`config.mk`:
```
export PLATFORM = sky130hd
export DESIGN_NAME = rtc_indexed_front
export DESIGN_NICKNAME = d
export VERILOG_FILES = /design/src/rtl/rtc_idx_pkg.sv /design/src/rtl/rtc_divider_fsm.sv /design/src/rtl/rtc_time_bank.sv /design/src/rtl/rtc_status_flags.sv /design/src/rtl/rtc_indexed_front.sv
export SDC_FILE = /design/constraint.sdc
export NUM_CORES = 1
export LEC_CHECK = 0
export BUFFER_PORTS_ARGS = -buffer_cell sky130_fd_sc_hd__buf_2
export CAP_MARGIN = 25
export CELL_PAD_IN_SITES_DETAIL_PLACEMENT = 2
export CELL_PAD_IN_SITES_GLOBAL_PLACEMENT = 2
export CORE_MARGIN = 1
export CORE_UTILIZATION = 30
export CTS_BUF_LIST = sky130_fd_sc_hd__clkbuf_4 sky130_fd_sc_hd__clkbuf_8 sky130_fd_sc_hd__clkbuf_16
export DETAILED_ROUTE_END_ITERATION = 7
export GPL_TIMING_DRIVEN = 1
export PLACE_DENSITY_LB_ADDON = 0.1
export SLEW_MARGIN = 25
export SYNTH_ARGS = -nofsm -noshare
export SYNTH_HDL_FRONTEND = slang
export SYNTH_SLANG_ARGS = --single-unit
```
`constraint.sdc`:
```
create_clock -name clk -period 2.29 [get_ports clk]
set_clock_uncertainty 0.05 [all_clocks]
set_input_delay 0.3435 -clock clk [delete_from_list [all_inputs] [get_ports clk]]
set_output_delay 0.3435 -clock clk [all_outputs]
set_load 0.005 [all_outputs]
```
`src/rtl/rtc_idx_pkg.sv`:
```
package rtc_idx_pkg;

    localparam int IDX_W    = 7;
    localparam int NUM_TIME = 7;

    // Register offsets seen through the data port
    localparam logic [IDX_W-1:0] OFS_SEC   = 7'h00;
    localparam logic [IDX_W-1:0] OFS_MIN   = 7'h02;
    localparam logic [IDX_W-1:0] OFS_HOUR  = 7'h04;
    localparam logic [IDX_W-1:0] OFS_DAY   = 7'h07;
    localparam logic [IDX_W-1:0] OFS_MON   = 7'h08;
    localparam logic [IDX_W-1:0] OFS_YEAR  = 7'h09;
    localparam logic [IDX_W-1:0] OFS_CENT  = 7'h32;
    localparam logic [IDX_W-1:0] OFS_CTLA  = 7'h0A;
    localparam logic [IDX_W-1:0] OFS_CTLB  = 7'h0B;
    localparam logic [IDX_W-1:0] OFS_STAT  = 7'h0C;
    localparam logic [IDX_W-1:0] OFS_VALID = 7'h0D;

    localparam logic [2:0] DIV_RUN_CODE = 3'b010;
    localparam logic [7:0] CTLA_RESET   = 8'h70;
    localparam logic [7:0] VALID_VALUE  = 8'h80;

    // Control B bit positions
    localparam int B_HALT = 7;
    localparam int B_UIE  = 4;
    localparam int B_BIN  = 2;
    localparam int B_24H  = 1;
    localparam int B_DST  = 0;

    // Status C bit positions
    localparam int C_ANY = 7;
    localparam int C_UPD = 4;

    typedef enum logic [1:0] {
        DIV_STOPPED = 2'd0,
        DIV_FIRST   = 2'd1,
        DIV_STEADY  = 2'd2
    } div_state_e;

    // Offset of time byte i; byte order matches next_time packing
    function automatic logic [IDX_W-1:0] time_offset(input int i);
        logic [IDX_W-1:0] ofs;
        case (i)
            0:       ofs = OFS_SEC;
            1:       ofs = OFS_MIN;
            2:       ofs = OFS_HOUR;
            3:       ofs = OFS_DAY;
            4:       ofs = OFS_MON;
            5:       ofs = OFS_YEAR;
            default: ofs = OFS_CENT;
        endcase
        return ofs;
    endfunction

endpackage

```
`src/rtl/rtc_divider_fsm.sv`:
```
module rtc_divider_fsm
    import rtc_idx_pkg::*;
#(
    parameter int HALF_TICKS = 16384,
    parameter int FULL_TICKS = 32768
) (
    input  logic clk,
    input  logic rst_n,
    input  logic run,
    input  logic halt,
    input  logic tick_en,
    output logic update_stb
);

    localparam int CNT_W = $clog2(FULL_TICKS);
    localparam logic [CNT_W-1:0] HALF_LAST = CNT_W'(HALF_TICKS - 1);
    localparam logic [CNT_W-1:0] FULL_LAST = CNT_W'(FULL_TICKS - 1);

    div_state_e       state_q, state_d;
    logic [CNT_W-1:0] cnt_q, cnt_d;
    logic             period_end;

    // Next-state and count logic
    always_comb begin
        state_d    = state_q;
        cnt_d      = cnt_q;
        period_end = 1'b0;
        unique case (state_q)
            DIV_STOPPED: begin
                cnt_d = '0;
                if (run) state_d = DIV_FIRST;
            end
            DIV_FIRST: begin
                if (!run) begin
                    state_d = DIV_STOPPED;
                    cnt_d   = '0;
                end else if (tick_en) begin
                    if (cnt_q == HALF_LAST) begin
                        period_end = 1'b1;
                        cnt_d      = '0;
                        state_d    = DIV_STEADY;
                    end else begin
                        cnt_d = cnt_q + 1'b1;
                    end
                end
            end
            DIV_STEADY: begin
                if (!run) begin
                    state_d = DIV_STOPPED;
                    cnt_d   = '0;
                end else if (tick_en) begin
                    if (cnt_q == FULL_LAST) begin
                        period_end = 1'b1;
                        cnt_d      = '0;
                    end else begin
                        cnt_d = cnt_q + 1'b1;
                    end
                end
            end
            default: begin
                state_d = DIV_STOPPED;
                cnt_d   = '0;
            end
        endcase
    end

    // State register
    always_ff @(posedge clk or negedge rst_n) begin
        if (!rst_n) begin
            state_q <= DIV_STOPPED;
            cnt_q   <= '0;
        end else begin
            state_q <= state_d;
            cnt_q   <= cnt_d;
        end
    end

    // Outputs
    always_comb begin
        update_stb = period_end && !halt;
    end

endmodule

```
`src/rtl/rtc_time_bank.sv`:
```
module rtc_time_bank
    import rtc_idx_pkg::*;
(
    input  logic                  clk,
    input  logic                  rst_n,
    input  logic                  data_wr,
    input  logic [IDX_W-1:0]      index,
    input  logic [7:0]            wdata,
    input  logic                  load,
    input  logic [NUM_TIME*8-1:0] next_time,
    output logic [NUM_TIME*8-1:0] time_flat,
    output logic                  hit,
    output logic [7:0]            rd_byte
);

    logic [NUM_TIME-1:0] sel_vec;

    for (genvar i = 0; i < NUM_TIME; i++) begin : g_field
        localparam logic [IDX_W-1:0] FOFS = time_offset(i);
        logic [7:0] field_q;

        assign sel_vec[i] = (index == FOFS);

        // A software write in the same cycle as a load takes priority
        always_ff @(posedge clk or negedge rst_n) begin
            if (!rst_n) begin
                field_q <= 8'h00;
            end else if (data_wr && sel_vec[i]) begin
                field_q <= wdata;
            end else if (load) begin
                field_q <= next_time[i*8 +: 8];
            end
        end

        assign time_flat[i*8 +: 8] = field_q;
    end

    assign hit = |sel_vec;

    always_comb begin
        rd_byte = 8'h00;
        for (int i = 0; i < NUM_TIME; i++) begin
            if (sel_vec[i]) rd_byte = rd_byte | time_flat[i*8 +: 8];
        end
    end

endmodule

```
`src/rtl/rtc_status_flags.sv`:
```
module rtc_status_flags
    import rtc_idx_pkg::*;
(
    input  logic       clk,
    input  logic       rst_n,
    input  logic       rd_clear,
    input  logic       upd_event,
    input  logic       irq_enable,
    output logic [7:0] flags_q
);

    logic [7:0] base, flags_d;

    // A set arriving with a read survives the clear
    always_comb begin
        base    = rd_clear ? 8'h00 : flags_q;
        flags_d = base;
        if (upd_event) begin
            flags_d[C_UPD] = 1'b1;
            if (irq_enable) flags_d[C_ANY] = 1'b1;
        end
    end

    always_ff @(posedge clk or negedge rst_n) begin
        if (!rst_n) flags_q <= 8'h00;
        else        flags_q <= flags_d;
    end

endmodule

```
`src/rtl/rtc_indexed_front.sv`:
```
module rtc_indexed_front
    import rtc_idx_pkg::*;
#(
    parameter int HALF_TICKS = 16384,
    parameter int FULL_TICKS = 32768
) (
    input  logic                  clk,
    input  logic                  rst_n,
    input  logic                  tick_en,
    input  logic                  bus_wr,
    input  logic                  bus_rd,
    input  logic                  bus_port,
    input  logic [7:0]            bus_wdata,
    output logic [7:0]            bus_rdata,
    input  logic [NUM_TIME*8-1:0] next_time,
    output logic                  update_stb,
    output logic                  fmt_binary,
    output logic                  fmt_24h,
    output logic                  dst_enable
);

    logic [IDX_W-1:0]      index_q;
    logic [7:0]            ctrl_a_q, ctrl_b_q, status_q;
    logic [NUM_TIME*8-1:0] time_flat;
    logic                  idx_wr, data_wr, rd_stat, div_run, time_hit;
    logic [7:0]            time_rd;

    assign idx_wr  = bus_wr && !bus_port;
    assign data_wr = bus_wr && bus_port;
    assign rd_stat = bus_rd && bus_port && (index_q == OFS_STAT);

    // Index latch and control registers
    always_ff @(posedge clk or negedge rst_n) begin
        if (!rst_n) begin
            index_q  <= '0;
            ctrl_a_q <= CTLA_RESET;
            ctrl_b_q <= 8'h00;
        end else begin
            if (idx_wr) index_q <= bus_wdata[IDX_W-1:0];
            if (data_wr && index_q == OFS_CTLA) ctrl_a_q <= {1'b0, bus_wdata[6:0]};
            if (data_wr && index_q == OFS_CTLB) ctrl_b_q <= bus_wdata;
        end
    end

    assign div_run    = (ctrl_a_q[6:4] == DIV_RUN_CODE);
    assign fmt_binary = ctrl_b_q[B_BIN];
    assign fmt_24h    = ctrl_b_q[B_24H];
    assign dst_enable = ctrl_b_q[B_DST];

    rtc_divider_fsm #(
        .HALF_TICKS(HALF_TICKS),
        .FULL_TICKS(FULL_TICKS)
    ) u_div (
        .clk       (clk),
        .rst_n     (rst_n),
        .run       (div_run),
        .halt      (ctrl_b_q[B_HALT]),
        .tick_en   (tick_en),
        .update_stb(update_stb)
    );

    rtc_time_bank u_time (
        .clk      (clk),
        .rst_n    (rst_n),
        .data_wr  (data_wr),
        .index    (index_q),
        .wdata    (bus_wdata),
        .load     (update_stb),
        .next_time(next_time),
        .time_flat(time_flat),
        .hit      (time_hit),
        .rd_byte  (time_rd)
    );

    rtc_status_flags u_flags (
        .clk       (clk),
        .rst_n     (rst_n),
        .rd_clear  (rd_stat),
        .upd_event (update_stb),
        .irq_enable(ctrl_b_q[B_UIE]),
        .flags_q   (status_q)
    );

    // Data-port read selection
    always_comb begin
        if (time_hit) begin
            bus_rdata = time_rd;
        end else begin
            case (index_q)
                OFS_CTLA:  bus_rdata = ctrl_a_q;
                OFS_CTLB:  bus_rdata = ctrl_b_q;
                OFS_STAT:  bus_rdata = status_q;
                OFS_VALID: bus_rdata = VALID_VALUE;
                default:   bus_rdata = 8'h00;
            endcase
        end
    end

endmodule

```
# Word level (Yosys, flattened, before mapping)
# Cells that the tools add are included.
[totals]
regBits = 97
inputBits = 70
output_inout_bits = 12
wordCells = 117
[classes]
add_sub_neg = 1
n_eq_ne = 20
mux = 47
bitwise = 6
n_reduce_logical = 29
[ops]
columns = ["cell", "count"]
rows = [
  ["two-way mux 8 bit", 23],
  ["two-way mux 15 bit", 6],
  ["bitwise OR 8 bit", 6],
  ["equality test 7 x 4 -> 1 bit, second input constant", 6],
  ["case mux 8 bit (4 select lines)", 1],
  ["case mux 15 bit (2 select lines)", 1],
  ["nonzero test 2 bit", 8],
  ["adder 15 x 1 -> 15 bit, second input constant", 1],
  ["equality test 15 x 14 -> 1 bit, second input constant", 1],
  ["equality test 15 bit, second input constant", 1],
  ["equality test 7 x 3 -> 1 bit, second input constant", 2],
  ["logical AND 1 bit", 14],
  ["two-way mux 2 bit", 5],
  ["two-way mux 1 bit", 9],
  ["!= test 3 bit, second input constant", 3],
  ["equality test 7 x 2 -> 1 bit, second input constant", 1],
  ["equality test 7 x 6 -> 1 bit, second input constant", 1],
  ["logical NOT 7 bit", 1],
  ["OR reduction 7 bit", 1],
  ["case mux 2 bit (3 select lines)", 1],
  ["AND reduction 4 bit", 1],
  ["equality test 3 x 2 -> 1 bit, second input constant", 1],
  ["equality test 2 x 1 -> 1 bit, second input constant", 1],
  ["equality test 2 bit, second input constant", 1],
  ["6 further kinds", 7],
]

# Depth between registers and ports, before layout
[logic_depth]
word_depth = 15
mapped_depth = 10
depth_no_buf = 7

# Cells and area by module
# From an unflattened synthesis, not the netlist that was laid out.
[hier_totals]
cells_unflattened = 558
hier_area_um2 = 5569.1
[by_module_without_submodules]
columns = ["mod", "instances", "cells_each", "area_per_inst_um2", "seq_area_each_um2"]
rows = [
  ["rtc_time_bank", 1, 327, 3168.0, 1401.3],
  ["rtc_indexed_front", 1, 91, 1183.6, 554.3],
  ["rtc_divider_fsm", 1, 128, 1097.3, 425.4],
  ["rtc_status_flags", 1, 12, 120.1, 50.0],
]

# Least setup slack after synthesis
# No wires, ideal clock.
[synth_timing]
path_kind = "reg-to-reg"
from = "reg u_div.cnt_q[0]"
to = "reg u_div.state_q[0]"
setup_ns = 0.087
t_arrival_ns = 1.793
required_ns = 2.153
path_slack_ns = 0.361
path_stages_with_launch = 7
path_buffers = 0
synth_period_minus_slack_ns = 1.929
cell_sequence = "dfrtp_1 > ha_1 > nand3_1 > or3_4 > or3_4 > a211o_1 > o211ai_1"
[synth_via]
elab_chain_cells = 3
[synth_rtl]
columns = ["element", "line_no", "rtl"]
rows = [
  ["start: declaration", "rtc_divider_fsm.sv:20", "logic [CNT_W-1:0] cnt_q, cnt_d;"],
  ["start signal: assignment", "rtc_divider_fsm.sv:74", "cnt_q <= cnt_d;"],
  ["equality test 15 x 14 -> 1 bit", "rtc_divider_fsm.sv:38", "if (cnt_q == HALF_LAST) begin"],
  ["!= test 3 bit (no line)", "n/a", ""],
  ["AND reduction 4 bit (no line)", "n/a", ""],
  ["end signal: assignment", "rtc_divider_fsm.sv:73", "state_q <= state_d;"],
  ["end: declaration", "rtc_divider_fsm.sv:19", "div_state_e state_q, state_d;"],
]
# No other way between the ends.
# A chain may end at the register's enable or synchronous reset.

# Worst setup path after layout
[layout_timing]
from = "reg index_q[2]"
to = "out bus_rdata[7]"
[layout_via]
elab_chain_cells = 15
elab_cells_between_ends = 27
cone_classes = "eq/ne (10); mux (9); bitwise (6); reduce/logical (2)"
[layout_rtl]
columns = ["element", "line_no", "rtl"]
rows = [
  ["start: declaration", "rtc_indexed_front.sv:22", "logic [IDX_W-1:0] index_q;"],
  ["start signal: assignment", "rtc_indexed_front.sv:39", "if (idx_wr) index_q <= bus_wdata[IDX_W-1:0];"],
  ["logical NOT 7 bit", "rtc_time_bank.sv:22", "assign sel_vec[i] = (index == FOFS);"],
  ["two-way mux 8 bit", "rtc_time_bank.sv:43", "if (sel_vec[i]) rd_byte = rd_byte | time_flat[i*8 +: 8];"],
  ["bitwise OR 8 bit", "rtc_time_bank.sv:43", ""],
  ["two-way mux 8 bit", "rtc_time_bank.sv:43", ""],
  ["bitwise OR 8 bit", "rtc_time_bank.sv:43", ""],
  ["two-way mux 8 bit", "rtc_time_bank.sv:43", ""],
  ["bitwise OR 8 bit", "rtc_time_bank.sv:43", ""],
  ["two-way mux 8 bit", "rtc_time_bank.sv:43", ""],
  ["bitwise OR 8 bit", "rtc_time_bank.sv:43", ""],
  ["two-way mux 8 bit", "rtc_time_bank.sv:43", ""],
  ["bitwise OR 8 bit", "rtc_time_bank.sv:43", ""],
  ["two-way mux 8 bit", "rtc_time_bank.sv:43", ""],
  ["bitwise OR 8 bit", "rtc_time_bank.sv:43", ""],
  ["two-way mux 8 bit", "rtc_time_bank.sv:43", ""],
  ["two-way mux 8 bit (*)", "rtc_indexed_front.sv:86", "if (time_hit) begin"],
  ["end: declaration", "rtc_indexed_front.sv:14", "output logic [7:0] bus_rdata,"],
]
# Every way passes the cells marked *; elsewhere a longest branch is shown, timed or not.

==> results by group <==
Floorplan
  – Placeable core area: 17360 sq um
  – Die outline area: 18330 sq um
  – Ports placed on the boundary: 82
  – Width of the die: 135.4 um
  – Die Span Y: 135.4 um
  – Starting Density: 30.76%
  – Number of rows in the core area: 48

Setup path
  – Highest fanout seen on the critical path: 8
  – R2R setup slack: 0.18 ns
  – End of the critical path: bus_rdata[7]
  – Depth of the worst register-to-register path: 4
  – R2r endpoint: u_div.cnt_q[13]
  – Startpoint-to-endpoint class of the critical path: register to output port
  – Arrival time at the worst endpoint: 1.93 ns
  – Required time worst endpoint: 1.90 ns
  – Worst Setup Start Kind: register
  – Worst setup startpoint: index_q[2]
  – FF-to-FF Start: ctrl_a_q[5]
  – CP endpoint kind: output port

Detailed routing
  – DR DRC count: 0
  – DRC marker count from the first detailed-route iteration: 147
  – Router iterations before antenna repair: 4
  – Total wire length: 19.45 mm
  – Via count of the routed design: 4645
  – Detailed-route wire length per cell: 21.71 um
  – Vias per cell: 5.184
  – Detail Route Antenna Nets: 0

Power
  – Total chip power: 0.005220 W
  – Power per Cell Area: 747.6 nW/um^2
  – Leakage power: 3.493 nW
  – Peak ir drop on the vdd network: 0.3779 mV

CTS
  – Number of buffers inserted during clock tree synthesis: 9
  – Number of H-tree branching levels: 3
  – CTS tree: done
  – Buffer levels on the longest clock path: 2
  – Skew-Pair Late Insertion Delay: 0.35 ns
  – Sinks on the clock net: 97
  – Clock slew at reported path FFs: 0.07 ns
  – Clk root buf: clkbuf_16

Synthesis
  – Leading cell type by number of instances after synthesis: dfrtp_1
  – Post-Synthesis Mean Instance Area: 9.869 sq um
  – Sequential area share after synthesis: 45.54%
  – Cell type with the largest total area after synthesis: dfrtp_1
  – Post-Synthesis Net Count: 615
  – Share of the synthesized area in the top cell type: 44.06%
  – Synth unique cells: 50
  – Share of flip-flops with an asynchronous set or reset: 100.0%
  – Synthesis Warnings: 0
  – Post-synthesis instance area: 5339 sq um
  – Primary FF master, synth: dfrtp_1
  – Synth area leaders: dfrtp_1 44%, mux2i_1 12%, mux2_2 5.7%, a21oi_1 5.4%, nor2_1 4.2%
  – Post-Syn Instances: 541
  – Top cells by count, synth: 94 x dfrtp_1, 64 x mux2i_1, 60 x nor2_1, 58 x a21oi_1, 56 x nand2_1
  – Number of flops mapped to enable cells by yosys: 0
  – Synthesized flop and latch total: 97

STA
  – Final critical-path share of the clock period: 101.5%
  – Setup repair after global routing missed its margin: true
  – Final-report max-slew violation count: 0
  – Final-report setup violation count: 5
  – Transition at the pin with the smallest max-transition slack: 0.6050 ns
  – Highest achievable clock rate: 0.4303 GHz
  – Minimum hold slack: 0.2197 ns
  – Final period demand of the worst path: 2.324 ns
  – Setup Total Neg Slack: -0.07923 ns
  – Post-layout worst setup margin: -0.03405 ns
  – Number of failing hold endpoints at the final stage: 0
  – Relative slew margins: 59.67%

Hold path
  – Beginning of the worst hold path: next_time[53]
  – Worst hold-check path type: primary input to register

Place
  – Number of input and output port buffers inserted: 81
  – Last weighted congestion value of the routability-driven placer: 0.8038
  – Detailed placement HPWL: 14.01 mm

Global route
  – Wire length of the first global-routing pass: 30.72 mm
  – Largest net degree at the start of global routing: 41
  – GRT Total Usage: 22.75%
  – Residual overflow from global routing: 0
  – Vias in the first global route: 5267
  – Antenna violations before repair: 1

Cells and area
  – Combined area of the multi-input logic cells: 2914 sq um
  – Layout area overhead: 30.77%
  – Filler Cell Count: 1896
  – Count of inserted antenna diode cells: 0
  – Post-layout nets: 740
  – Ratio of cells with drive above 1 in the final layout: 36.36%
  – Share of the core filled with cells: 40.22%
  – Sequential cell area: 2437 sq um

Outcome
  – Failing checks: negative setup slack
  – Run status: complete, but fails checks

Flow run
  – Max-capacitance violation count: 0
## repair_timing
action | in CTS | in global routing
resized for setup | 37 | 12
buffers inserted | 18 | 8
endpoints found under the hold margin | 36 | 0
gates cloned | 1 | 0
endpoints found under the setup margin | 9 | 9
pin swaps | 12 | 10
hold buffers | 1 | 0
## worst min-delay path by stage
stage / cells past startpoint / slack (ns) / end
CTS: 3 / 0.22 / u_time.g_field[6].field_q[6]
finish: 3 / 0.22 / u_time.g_field[6].field_q[5]
global route: 3 / 0.22 / u_time.g_field[1].field_q[1]
floorplan: 0 / -0.002 / ctrl_a_q[0]
global placement: 1 / 0.34 / u_time.g_field[5].field_q[5]
detailed placement: 1 / 0.35 / u_time.g_field[5].field_q[3]
## cell families (layout without fill, tap and decap cells)
family,count (synthesis),after routing,share of synthesized area (%)
compound gates,134,134,14.81
fa+ha+maj,4,4,0.9375
simple gates,171,171,16.55
mux,93,93,18.54
buf+inv,41,171,3.468
flops,97,97,45.54
xor+xnor,1,1,0.1641
## layer usage
layer  vias to the layer above  GRT usage, %  wire length [um]
li1                       2197             -                 -
met5                         -             0                 8
met2                        58         39.40             10020
met3                        21         2.806               402
met4                         2         6.929               299
met1                      2367         29.47              8719
## metrics by stage
stage               setup slack (ns)  cell area (sq um)  cells
finish                      -0.03405               6982    896
global route                 -0.1197               6982    896
CTS                         -0.02490               6870    888
detailed placement           0.05966               6221    852
global placement              0.1675               6221    852
floorplan                     0.3609               5339    541
## cell usage in the layout (no fill, tap or decap), drive strengths merged, types with 2 or more instances in the layout
cell type / n
buf: 145
dfrtp: 94
mux2i: 64
nor2: 60
a21oi: 58
nand2: 56
o21ai: 32
mux2: 27
a22oi: 15
clkbuf: 10
inv: 9
or3: 9
o211ai: 8
nor3: 8
nand4: 7
nand3: 7
a22o: 5
nor2b: 5
a31oi: 4
ha: 4
nand3b: 3
o221ai: 3
nor4: 3
a21o: 3
dfstp: 3
and2: 3
nand2b: 2
mux4: 2
or4: 2
o31ai: 2
bufinv: 2
nor3b: 2
clkinv: 2
## state kept, by name, indices dropped and copies added, names as in the netlist
name / flops
index_q: 7
ctrl_a_q: 7
u_div.cnt_q: 15
u_div.state_q: 2
u_flags.flags_q: 2
ctrl_b_q: 8
u_time.g_field.field_q: 56
## critical path, cell delays in order (launching register included)
cell      delay (ns)
dfrtp_2         0.46
buf_6           0.14
mux4_2          0.50
a22oi_2         0.13
o211ai_1        0.17
buf_2           0.17
## area by class of cell
class	count	share of cell area, %
Multi-Input combinational cell	403	41.74
Sequential cell	97	34.91
Timing Repair Buffer	147	14.27
Tap cell	225	4.032
Clock buffer	10	3.333
Clock inverter	6	1.290
Inverter	8	0.4301
## power breakdown
group          internal [W]  switching, W  leakage [nW]  total (W)
logic              0.000605      0.000667          2.06    0.00127
registers           0.00201      0.000242          1.28    0.00226
clock network      0.000975      0.000717         0.156    0.00169
total               0.00359       0.00163          3.49    0.00522
(Power assumes the default switching activity.)
